### config.mk
export PLATFORM = sky130hd
export DESIGN_NAME = lcd_host_if
export DESIGN_NICKNAME = d
export VERILOG_FILES = /design/src/rtl/lcd_if_pkg.sv /design/src/rtl/lcd_strobe_sync.sv /design/src/rtl/lcd_busy_timer.sv /design/src/rtl/lcd_addr_counter.sv /design/src/rtl/lcd_host_if.sv
export SDC_FILE = /design/constraint.sdc
export NUM_CORES = 1
export LEC_CHECK = 0
export BUFFER_PORTS_ARGS = -buffer_cell sky130_fd_sc_hd__buf_2
export CORE_ASPECT_RATIO = 1.75
export CORE_MARGIN = 1
export CORE_UTILIZATION = 54
export CTS_CLUSTER_DIAMETER = 200
export CTS_CLUSTER_SIZE = 16
export DETAILED_ROUTE_END_ITERATION = 6
export PLACE_DENSITY = 0.87
export SLEW_MARGIN = 20
export SYNTH_ARGS = -nofsm -noshare
export SYNTH_HDL_FRONTEND = slang
export SYNTH_HIERARCHICAL = 1
export SYNTH_SLANG_ARGS = --single-unit
### constraint.sdc
create_clock -name clk -period 3.6 [get_ports clk]
set_input_delay 0.72 -clock clk [delete_from_list [all_inputs] [get_ports clk]]
set_output_delay 0.72 -clock clk [all_outputs]
set_load 0.01 [all_outputs]
### src/rtl/lcd_if_pkg.sv
package lcd_if_pkg;

   localparam int BYTE_W = 8;
   localparam int NIB_W  = BYTE_W / 2;
   localparam int ADR_W  = BYTE_W - 1;

   typedef enum logic [2:0] {
      ACC_NONE,
      ACC_CMD_WR,
      ACC_DAT_WR,
      ACC_STAT_RD,
      ACC_DAT_RD
   } acc_kind_e;

   // Bit positions inside an instruction byte.
   localparam int CMD_ADR_LOAD = 7;
   localparam int CMD_WIDTH_EN = 5;
   localparam int CMD_WIDTH_8  = 4;

   function automatic acc_kind_e decode_acc(input logic rs, input logic rw);
      case ({rs, rw})
         2'b00:   return ACC_CMD_WR;
         2'b01:   return ACC_STAT_RD;
         2'b10:   return ACC_DAT_WR;
         default: return ACC_DAT_RD;
      endcase
   endfunction

endpackage

### src/rtl/lcd_strobe_sync.sv
module lcd_strobe_sync #(
   parameter int STAGES = 2,
   parameter int W      = 3
) (
   input  logic         clk,
   input  logic         rst_n,
   input  logic [W-1:0] raw,
   output logic [W-1:0] synced,
   output logic         en_rise,
   output logic         en_fall
);
   logic [W-1:0] chain [STAGES];
   logic         en_prev;

   if (STAGES < 2) begin : g_bad_stages
      $error("lcd_strobe_sync: STAGES must be at least 2");
   end

   for (genvar s = 0; s < STAGES; s++) begin : g_stage
      if (s == 0) begin : g_first
         always_ff @(posedge clk or negedge rst_n) begin
            if (!rst_n) chain[0] <= '0;
            else        chain[0] <= raw;
         end
      end else begin : g_next
         always_ff @(posedge clk or negedge rst_n) begin
            if (!rst_n) chain[s] <= '0;
            else        chain[s] <= chain[s-1];
         end
      end
   end

   assign synced = chain[STAGES-1];

   always_ff @(posedge clk or negedge rst_n) begin
      if (!rst_n) en_prev <= 1'b0;
      else        en_prev <= synced[0];
   end

   assign en_rise = synced[0] & ~en_prev;
   assign en_fall = ~synced[0] & en_prev;

endmodule

### src/rtl/lcd_busy_timer.sv
module lcd_busy_timer #(
   parameter int CYCLES = 40
) (
   input  logic clk,
   input  logic rst_n,
   input  logic start,
   output logic busy
);
   localparam int CW = $clog2(CYCLES + 1);
   localparam logic [CW-1:0] LOAD = CW'(CYCLES);

   logic [CW-1:0] remain;

   if (CYCLES < 1) begin : g_bad_cycles
      $error("lcd_busy_timer: CYCLES must be at least 1");
   end

   always_ff @(posedge clk or negedge rst_n) begin
      if (!rst_n)            remain <= '0;
      else if (start)        remain <= LOAD;
      else if (remain != '0) remain <= remain - 1'b1;
   end

   assign busy = (remain != '0);

endmodule

### src/rtl/lcd_addr_counter.sv
module lcd_addr_counter #(
   parameter int AW = 7
) (
   input  logic          clk,
   input  logic          rst_n,
   input  logic          load,
   input  logic [AW-1:0] load_val,
   input  logic          step,
   output logic [AW-1:0] value
);
   if (AW < 1) begin : g_bad_aw
      $error("lcd_addr_counter: AW must be positive");
   end

   always_ff @(posedge clk or negedge rst_n) begin
      if (!rst_n)    value <= '0;
      else if (load) value <= load_val;
      else if (step) value <= value + 1'b1;
   end

endmodule

### src/rtl/lcd_host_if.sv
module lcd_host_if
   import lcd_if_pkg::*;
#(
   parameter int SYNC_STAGES = 2,
   parameter int BUSY_CYCLES = 40,
   parameter bit NIBBLE_EN   = 1'b1
) (
   input  logic              clk,
   input  logic              rst_n,
   input  logic              host_en,
   input  logic              host_rs,
   input  logic              host_rw,
   input  logic [BYTE_W-1:0] bus_in,
   output logic [BYTE_W-1:0] bus_out,
   output logic              bus_oe,
   output logic              busy,
   output logic [BYTE_W-1:0] cmd_q,
   output logic              cmd_stb,
   output logic [BYTE_W-1:0] wdat_q,
   output logic              wdat_stb,
   output logic              wr_err,
   output logic              wide_mode
);
   localparam int STRB_W = 3;

   logic [STRB_W-1:0] strb_s;
   logic              e_s, rs_s, rw_s;
   logic              e_rise, e_fall;
   logic              wide_q, phase_q;
   logic [NIB_W-1:0]  hi_q;
   logic              byte_done;
   logic [BYTE_W-1:0] wr_byte, rd_byte;
   logic [ADR_W-1:0]  addr_q;
   acc_kind_e         acc;
   logic              acc_cmd, acc_dat, drop_wr, rd_step;

   // ---------------- strobe synchronizer ----------------
   lcd_strobe_sync #(
      .STAGES (SYNC_STAGES),
      .W      (STRB_W)
   ) u_sync (
      .clk     (clk),
      .rst_n   (rst_n),
      .raw     ({host_rw, host_rs, host_en}),
      .synced  (strb_s),
      .en_rise (e_rise),
      .en_fall (e_fall)
   );

   assign e_s  = strb_s[0];
   assign rs_s = strb_s[1];
   assign rw_s = strb_s[2];

   // ---------------- transfer decode ----------------
   assign acc       = decode_acc(rs_s, rw_s);
   assign byte_done = e_fall & (wide_q | phase_q);
   assign wr_byte   = wide_q ? bus_in : {hi_q, bus_in[BYTE_W-1 -: NIB_W]};

   assign acc_cmd = byte_done & (acc == ACC_CMD_WR) & ~busy;
   assign acc_dat = byte_done & (acc == ACC_DAT_WR) & ~busy;
   assign drop_wr = byte_done & ~rw_s & busy;
   assign rd_step = byte_done & (acc == ACC_DAT_RD);

   // ---------------- width / nibble phase ----------------
   if (NIBBLE_EN) begin : g_nibble
      always_ff @(posedge clk or negedge rst_n) begin
         if (!rst_n) begin
            wide_q  <= 1'b1;
            phase_q <= 1'b0;
            hi_q    <= '0;
         end else if (e_fall) begin
            if (!wide_q && !phase_q) begin
               phase_q <= 1'b1;
               hi_q    <= bus_in[BYTE_W-1 -: NIB_W];
            end else begin
               phase_q <= 1'b0;
            end
            if (acc_cmd && wr_byte[CMD_WIDTH_EN]) begin
               wide_q  <= wr_byte[CMD_WIDTH_8];
               phase_q <= 1'b0;
            end
         end
      end
   end else begin : g_fixed_wide
      assign wide_q  = 1'b1;
      assign phase_q = 1'b0;
      assign hi_q    = '0;
   end

   assign wide_mode = wide_q;

   // ---------------- write registers ----------------
   always_ff @(posedge clk or negedge rst_n) begin
      if (!rst_n) begin
         cmd_q    <= '0;
         cmd_stb  <= 1'b0;
         wdat_q   <= '0;
         wdat_stb <= 1'b0;
         wr_err   <= 1'b0;
      end else begin
         cmd_stb  <= acc_cmd;
         wdat_stb <= acc_dat;
         wr_err   <= drop_wr;
         if (acc_cmd) cmd_q  <= wr_byte;
         if (acc_dat) wdat_q <= wr_byte;
      end
   end

   // ---------------- busy interval ----------------
   lcd_busy_timer #(
      .CYCLES (BUSY_CYCLES)
   ) u_busy (
      .clk   (clk),
      .rst_n (rst_n),
      .start (acc_cmd | acc_dat),
      .busy  (busy)
   );

   // ---------------- address counter ----------------
   lcd_addr_counter #(
      .AW (ADR_W)
   ) u_addr (
      .clk      (clk),
      .rst_n    (rst_n),
      .load     (acc_cmd & wr_byte[CMD_ADR_LOAD]),
      .load_val (wr_byte[ADR_W-1:0]),
      .step     (acc_dat | rd_step),
      .value    (addr_q)
   );

   // ---------------- read path ----------------
   always_comb begin
      rd_byte = (acc == ACC_DAT_RD) ? wdat_q : {busy, addr_q};
      if (wide_q)       bus_out = rd_byte;
      else if (phase_q) bus_out = {rd_byte[NIB_W-1:0], {NIB_W{1'b0}}};
      else              bus_out = {rd_byte[BYTE_W-1 -: NIB_W], {NIB_W{1'b0}}};
   end

   assign bus_oe = e_s & rw_s;

endmodule

==> flow_metrics.tcl, run 1 <==
set metrics [dict create \
    status "complete, no violations" \
    crit_type "register to register" \
    rrSetupSlack_ns 0.50 \
    power.total_uw 1630 \
    drive_gt1_frac 0.433 \
    n_antenna_cell 0 \
    crit_path_start_kind "register" \
    drtAntennaViolNets 0 \
    antenna_found_initial 0 \
    avgSynthCellArea_um2 12.5 \
    max_freq_mhz 323 \
    endpoint_kind "register" \
    hold_viol 0 \
    avgRoutedWirePerCell_um 17.1 \
    clock_sinks 45 \
    slew_violations 0 \
    p_per_area_nw_per_um2 651 \
    clock_latency_ns 0.30 \
    hold_depth 0 \
    r2r_cells 10 \
    die_h_um 85.5 \
    tns_ns 0 \
    grtUsageMet1 0.264 \
    clockRootBuffer "clkbuf_8" \
    area_growth_pct 16.4 \
    crit_chain "inv_1, ha_1, nor3b_2, nand2_1, nor4b_2, buf_4, o21bai_1, nand4_1, or3_1, a31oi_1" \
    tightest_slew_ns 0.731 \
    cp.arrival_ns 3.30 \
    dieArea_um2 4250 \
    syn_area_um2 2150 \
    netlist_instances 172 \
    ir_drop_mv 0.501 \
    dr.first_iter.drc_count 47 \
    met2_usage 0.428 \
    combPwrFrac 0.290 \
    cpPeakStageDelay_ns 0.40 \
    clk_pin_slew_ns 0.08 \
    cts.repair.resized 0 \
    min_from "u_sync/chain[5]" \
    grt_busiest_layer "met2" \
    grt_start_max_net_pins 46 \
    p_int_uw 1090 \
    holdWs_ns 0.355 \
    portBuffers 42 \
    ctsLongestPathBuffers 2 \
    first_global_vias 1620 \
    rows 30 \
    num_vias 1536 \
    skew_ns 0.00872 \
    drc 0 \
    r2r-start "u_busy/remain[0]" \
    htreeDepth 2 \
    grt_overflow 0 \
    p_leak_uw 0.00117 \
    dr.pass1.iters 4 \
    seqPwrFrac 0.470 \
    crit_buf_inv 2 \
    grt_pass1_wl_mm 7.66 \
    worst_path_max_delay_cell "dfrtp_1" \
    power.switching_uw 538 \
    critPathTopFamily "simple AND/OR/NAND/NOR gates" \
    hold_path_end "u_sync/synced[2]" \
    slew_headroom 0.509 \
    finalCriticalPeriod_ns 3.10 \
    required_ns 3.80 \
    switching_share 0.330 \
    io-pin-count 43 \
    die_w_um 49.7 \
    hpwlAfterDp_mm 3.41 \
    fin_nets 230 \
    synth_nets 188 \
    setup-violations-final 0 \
    r2r_end "u_addr/value[6]" \
    cts_setup_buffers 0 \
    cts_tree "built" \
    gr-usage-met3 0.0479 \
    cap_violations 0 \
    vias_per_cell 5.84 \
    cts_inserted_buffers 5 \
    rsz0062_at_grt "no" \
    pwr-share-clk 0.240 \
    initial_core_util 0.562 \
    yosysWarnings 6 \
    drt_wl_total_mm 4.50 \
    holdCritPathClass "register to register" \
    cts_hold_buf 0 \
    grt_usage 0.239 \
    gp_congestion 0.833 \
    post-route-period-util 0.860 \
    design.core.area_um2 3830 \
    path_max_fanout 10 \
]
state kept, by name, summed over array words and instances (netlist names), 3 cells and up:
register / cells
u_busy/remain: 6
wdat_q: 8
hi_q: 4
u_addr/value: 7
u_sync/chain: 3
u_sync/synced: 3
cmd_q: 8
worst register-to-register path, stage by stage, from the launching register on:
cell      delay [ns]
dfrtp_1         0.40
inv_1           0.13
ha_1            0.17
nor3b_2         0.38
nand2_1         0.31
nor4b_2         0.31
buf_4           0.23
o21bai_1        0.26
nand4_1         0.23
or3_1           0.38
a31oi_1         0.21
final cells by class:
class                           instances  area [µm²]
Sequential cell                        45        1130
Timing Repair Buffer                   44         228
Clock buffer                            6        82.6
Fill cell                             312        1320
Clock inverter                          2        37.5
Inverter                                4        15.0
Multi-Input combinational cell        114         957
Tap cell                               48        60.1
per-stage QoR:
stage          utilization  instances  instance area [µm²]  setup slack, ns
4_1_cts              0.654        263                 2500            0.536
6_report             0.655        263                 2510            0.503
5_1_grt              0.655        263                 2510            0.283
3_3_place_gp         0.623        255                 2380            0.818
3_5_place_dp         0.623        255                 2380            0.560
2_1_floorplan            -        172                 2150            0.882
metal layers:
layer | vias up | wire, µm
met4 | 0 | 188
met1 | 770 | 1640
li1 | 696 | -
met3 | 15 | 227
met5 | - | 0
met2 | 55 | 2450
power by group through the flow:
stage	logic [µW]	clock network (µW)	registers (µW)
6_report	473	392	767
3_5_place_dp	472	0	773
5_1_grt	521	419	788
4_1_cts	476	401	764
2_1_floorplan	326	0	742
3_3_place_gp	455	0	765
worst max path at each step:
stage | from | endpoint | slack [ns] | depth (start not counted)
after global placement | u_busy/remain[0] | u_addr/value[6] | 0.82 | 10
final | u_busy/remain[0] | u_addr/value[6] | 0.50 | 10
after global routing | u_busy/remain[0] | u_addr/value[6] | 0.28 | 10
after floorplan | u_busy/remain[0] | u_addr/value[5] | 0.88 | 10
after CTS | u_busy/remain[0] | bus_out[7] | 0.54 | 6
after detailed placement | u_busy/remain[0] | u_addr/value[6] | 0.56 | 10
placed cells by master (no fill, tap or decap), drive strengths merged, types with 2 or more instances in the layout:
cell type,n
mux2,29
a31oi,2
dfrtp,44
inv,4
a21oi,2
mux4,4
nand4,2
or4,2
nor3b,5
nand3,4
o21ai,11
ha,3
nor3,3
or3,3
nand2b,2
nor2,5
and2,2
buf,44
xor2,3
clkbuf,6
nand2,15
xnor2,2
a21boi,4
Note: power is estimated with default switching activity, not from simulation.
==> run 2, diff against run 1 <==
- RECOVER_POWER: default -> 25
==> run 2 against run 1 <==
The run now ends with capacitance limit, slew limit left. Clock power hardly changed. Combinational power about the same. Power hardly changed. Worst hold slack did not move. Non-clock buffer count unchanged. Maximum frequency is the same. Cell count did not move. Final area is 0.15% lower. Sequential cell count did not move. Sequential share of layout area is 0.067 points higher. Clock skew did not move. Die area unchanged.
==> flow_metrics.tcl, run 2 (synthesized netlist as in run 1, its figures left out) <==
set metrics [dict create \
    status "finished with violations" \
    violations "capacitance limit, slew limit" \
    rows 30 \
    ff_latch_area_um2 1130 \
    clock_latency_ns 0.30 \
    cts_tree "built" \
    drive_gt1_frac 0.428 \
    crit_chain "inv_1, ha_1, nor3b_2, nand2_1, nor4b_2, buf_4, o21bai_1, nand4_1, or3_1, a31oi_1" \
    hold_viol 0 \
    rsz0062_at_grt "no" \
    crit_type "register to register" \
    critPathTopFamily "simple AND/OR/NAND/NOR gates" \
    finalCriticalPeriod_ns 3.10 \
    htreeDepth 2 \
    avgRoutedWirePerCell_um 17.1 \
    slew_headroom -0.526 \
    ctsLongestPathBuffers 2 \
    grt_usage 0.239 \
    hpwlAfterDp_mm 3.41 \
    path_max_fanout 10 \
    grt_overflow 0 \
    multi_input_area_um2 957 \
    dr.pass1.iters 4 \
    skew_ns 0.00872 \
    tightest_slew_ns 2.29 \
    setup-violations-final 0 \
    portBuffers 42 \
    drtAntennaViolNets 0 \
    initial_core_util 0.562 \
    cts.repair.resized 0 \
    area_growth_pct 16.3 \
    cts_inserted_buffers 5 \
    post-route-period-util 0.860 \
    max_freq_mhz 323 \
    drc 0 \
    drt_wl_total_mm 4.50 \
    holdWs_ns 0.355 \
    clock_sinks 45 \
    layout_setup_ws_ns 0.503 \
    num-fill-cells 312 \
    die_w_um 49.7 \
    cp.arrival_ns 3.30 \
    place_ws_ns 0.560 \
    r2r-start "u_busy/remain[0]" \
    holdCritPathClass "register to register" \
    p_leak_uw 0.00117 \
    slew_violations 46 \
    worst_path_max_delay_cell "dfrtp_1" \
    ir_drop_mv 0.501 \
    r2r_cells 10 \
    first_global_vias 1620 \
    design.core.area_um2 3830 \
    layout_common_cells "dfrtp_1, buf_2, mux2_2, nand2_1, o21ai_0" \
    crit_start "u_busy/remain[0]" \
    cts_hold_buf 0 \
    die_h_um 85.5 \
    dr.first_iter.drc_count 47 \
    r2r_end "u_addr/value[6]" \
    antenna_found_initial 0 \
    required_ns 3.80 \
    cap_violations 1 \
    tns_ns 0 \
    num_vias 1536 \
    clk_pin_slew_ns 0.08 \
    n_antenna_cell 0 \
    gp_congestion 0.833 \
    io-pin-count 43 \
    grt_pass1_wl_mm 7.66 \
    cpPeakStageDelay_ns 0.40 \
    grt_start_max_net_pins 46 \
    rrSetupSlack_ns 0.50 \
    final_common_cell "dfrtp_1" \
    fin_nets 230 \
    largestRegisters "cmd_q (8), wdat_q (8), u_addr/value (7)" \
    crit_buf_inv 2 \
    dieArea_um2 4250 \
    p_per_area_nw_per_um2 652 \
    vias_per_cell 5.84 \
    path_depth 10 \
    crit_path_start_kind "register" \
    endpoint_kind "register" \
    endpoint "u_addr/value[6]" \
    cts_setup_buffers 0 \
    clockRootBuffer "clkbuf_8" \
]
run 2: changes by cell type in the layout (fill, tap and decap cells not counted):
cell | previous run | this run
buf_4 | 3 | 2
clkbuf_1 | 0 | 1
run 2: final cells by class:
cell class                 count  share of cell area
clock buffer                   6              0.0330
clock inverter                 2              0.0150
inverter                       4             0.00600
multi-input combinational    114               0.382
sequential                    45               0.450
tap                           48              0.0240
timing repair buffer          44              0.0895
run 2: stage by stage:
step                      std cells  instance area, µm²  power (µW)  utilization
after CTS                       263                2500        1640        0.654
after global placement          255                2380        1220        0.623
final                           263                2500        1630        0.654
after detailed placement        255                2380        1250        0.623
after global routing            263                2500        1730        0.654
after floorplan                 172                2150        1070            -
run 2: routing by layer:
metal	track usage	routed length (µm)	vias up
met2	0.428	2450	55
met4	0.117	188	0
met5	0	0	-
li1	-	-	696
met3	0.0479	226	15
met1	0.264	1640	770
run 2: worst reg2reg max path, cell delays in order, from the launching register on:
cell and delay, ns:
dfrtp_1 0.40, inv_1 0.13, ha_1 0.17, nor3b_2 0.38, nand2_1 0.31, nor4b_2 0.31, buf_4 0.23, o21bai_1 0.26
nand4_1 0.23, or3_1 0.38, a31oi_1 0.21
run 2: worst min-delay path by stage:
stage / slack (ns) / endpoint / start / cells after the start
after CTS: 0.36 / u_sync/synced[2] / u_sync/chain[5] / 0
after global placement: 0.33 / u_sync/synced[2] / u_sync/chain[5] / 0
after global routing: 0.37 / u_sync/synced[1] / u_sync/chain[4] / 0
after floorplan: 0.33 / u_sync/synced[0] / u_sync/chain[3] / 0
after detailed placement: 0.34 / u_sync/synced[2] / u_sync/chain[5] / 0
final: 0.35 / u_sync/synced[2] / u_sync/chain[5] / 0
run 2: where the power goes:
group          internal, µW  leakage (µW)  switching, µW  total (µW)
Clock                   226     0.0000574            167         392
Combinational           238      0.000551            234         472
Sequential              630      0.000560            137         767
==> run 3, diff against run 2 <==
- CELL_PAD_IN_SITES_DETAIL_PLACEMENT: default -> 0
- CELL_PAD_IN_SITES_GLOBAL_PLACEMENT: default -> 1
- CORE_UTILIZATION: 54 -> 43
- PLACE_DENSITY: 0.87 -> default
- PLACE_DENSITY_LB_ADDON: default -> 0.1
==> run 3 against run 2 <==
The flow still finishes with violations (capacitance limit, slew limit). Wire length is 8.2% higher. Sequential power hardly changed. Utilization shrank 13 points. Worst setup slack worse by 0.0085 ns. Clock power is essentially flat. Register-to-register slack improved by 0.04 ns. Clock skew about the same. Clock-buffer cell count increased by 1. Power increased by 0.17%. Critical endpoint is now bus_out[7]. Largest cell class unchanged. Largest power group unchanged. Highest routed layer unchanged.
==> flow_metrics.tcl, run 3 (synthesized netlist as in run 1, its figures left out) <==
set metrics [dict create \
    status "finished with violations" \
    violations "capacitance limit, slew limit" \
    top_layer_used "met4" \
    layout_common_cells "dfrtp_1, buf_2, mux2_2, nand2_1, o21ai_0" \
    drt_wl_total_mm 4.87 \
    clock_latency_ns 0.30 \
    tns_ns 0 \
    io-pin-count 43 \
    r2r_end "u_addr/value[5]" \
    hold_depth 0 \
    die_h_um 95.6 \
    cts_inserted_buffers 5 \
    rrSetupSlack_ns 0.54 \
    endpoint_kind "output port" \
    antenna_found_initial 0 \
    portBuffers 42 \
    grt_pass1_wl_mm 8.20 \
    drtAntennaViolNets 0 \
    slew_headroom -0.579 \
    area_growth_pct 16.0 \
    p_leak_uw 0.00116 \
    crit_type "register to output port" \
    first_global_vias 1601 \
    ctsLongestPathBuffers 2 \
    slew_violations 46 \
    skew_ns 0.00848 \
    crit_start "u_busy/remain[0]" \
    clockRootBuffer "clkbuf_8" \
    post-route-period-util 0.863 \
    endpoint "bus_out[7]" \
    num_vias 1537 \
    gp_congestion 0.861 \
    r2r_cells 10 \
    design.core.area_um2 4750 \
    avgRoutedWirePerCell_um 18.3 \
    grt_overflow 0 \
    max_freq_mhz 322 \
    dieArea_um2 5310 \
    r2r-start "u_busy/remain[0]" \
    cts.repair.resized 0 \
    initial_core_util 0.453 \
    drc 0 \
    final_common_cell "dfrtp_1" \
    drt-met1-wl_mm 1.88 \
    wl_met3_um 260 \
    holdCritPathClass "register to register" \
    drive_gt1_frac 0.421 \
    cts_hold_buf 0 \
    p_per_area_nw_per_um2 655 \
    dr.first_iter.drc_count 97 \
    die_w_um 55.5 \
    n_antenna_cell 0 \
    dr.pass1.iters 4 \
    final_area_um2 2500 \
    clock_sinks 45 \
    place_area_um2 2380 \
    setup-violations-final 0 \
    largestRegisters "cmd_q (8), wdat_q (8), u_addr/value (7)" \
    clk_pin_slew_ns 0.08 \
    tightest_slew_ns 2.37 \
    vias_per_cell 5.78 \
    fin_nets 229 \
    rows 33 \
    htreeDepth 2 \
    grt_usage 0.204 \
    ir_drop_mv 0.461 \
    cap_violations 1 \
    finalCriticalPeriod_ns 3.11 \
    grt_start_max_net_pins 46 \
    wl_met2_mm 2.56 \
    cts_tree "built" \
    crit_path_start_kind "register" \
    hpwlAfterDp_mm 3.60 \
    rsz0062_at_grt "no" \
    required_ns 2.88 \
    hold_viol 0 \
    path_max_fanout 8 \
    cts_setup_buffers 0 \
    cp.arrival_ns 2.39 \
]
-- run 3: changes by cell type in the layout (fill, tap and decap cells not counted), sizes merged --
cell	change
buf	-1
clkbuf	+1
clkinvlp	-1
-- run 3: metal layers --
| layer | vias to the layer above | global-route usage |
|---|---|---|
| met5 | - | 0 |
| met4 | 0 | 0.0938 |
| met3 | 18 | 0.0380 |
| met2 | 64 | 0.371 |
| met1 | 758 | 0.230 |
| li1 | 697 | - |
-- run 3: worst min-delay path by stage --
stage / from / end / slack (ns)
4_1_cts: u_sync/chain[3] / u_sync/synced[0] / 0.36
6_report: u_sync/chain[3] / u_sync/synced[0] / 0.35
3_5_place_dp: u_sync/chain[3] / u_sync/synced[0] / 0.34
5_1_grt: u_sync/chain[3] / u_sync/synced[0] / 0.36
2_1_floorplan: u_sync/chain[3] / u_sync/synced[0] / 0.33
3_3_place_gp: u_sync/chain[3] / u_sync/synced[0] / 0.34
-- run 3: metrics by stage --
step	hold slack [ns]	power, µW	util	setup WS (ns)	cells
2_1_floorplan	0.331	1070	-	0.882	172
6_report	0.353	1630	0.526	0.495	266
4_1_cts	0.355	1650	0.526	0.518	266
5_1_grt	0.363	1740	0.526	0.327	266
3_5_place_dp	0.337	1250	0.502	0.578	258
3_3_place_gp	0.337	1230	0.502	0.793	258
-- run 3: area by class of cell --
cell class	count	area (µm²)
Clock inverter	1	30.0
Multi-Input combinational cell	114	957
Clock buffer	7	86.3
Tap cell	52	65.1
Inverter	4	15.0
Fill cell	427	2250
Timing Repair Buffer	43	216
Sequential cell	45	1130
-- run 3: worst max-delay path, cell delays in order, from the launching register on --
cell and delay [ns]:
dfrtp_1 0.40, inv_1 0.12, ha_1 0.20, nor3b_2 0.37
nand2_1 0.32, mux4_2 0.53, buf_2 0.15
-- run 3: report_power, final --
group	leakage [µW]	internal (µW)	total, µW	switching, µW
registers	0.000560	630	768	138
clock network	0.0000585	226	390	164
logic	0.000546	239	477	237
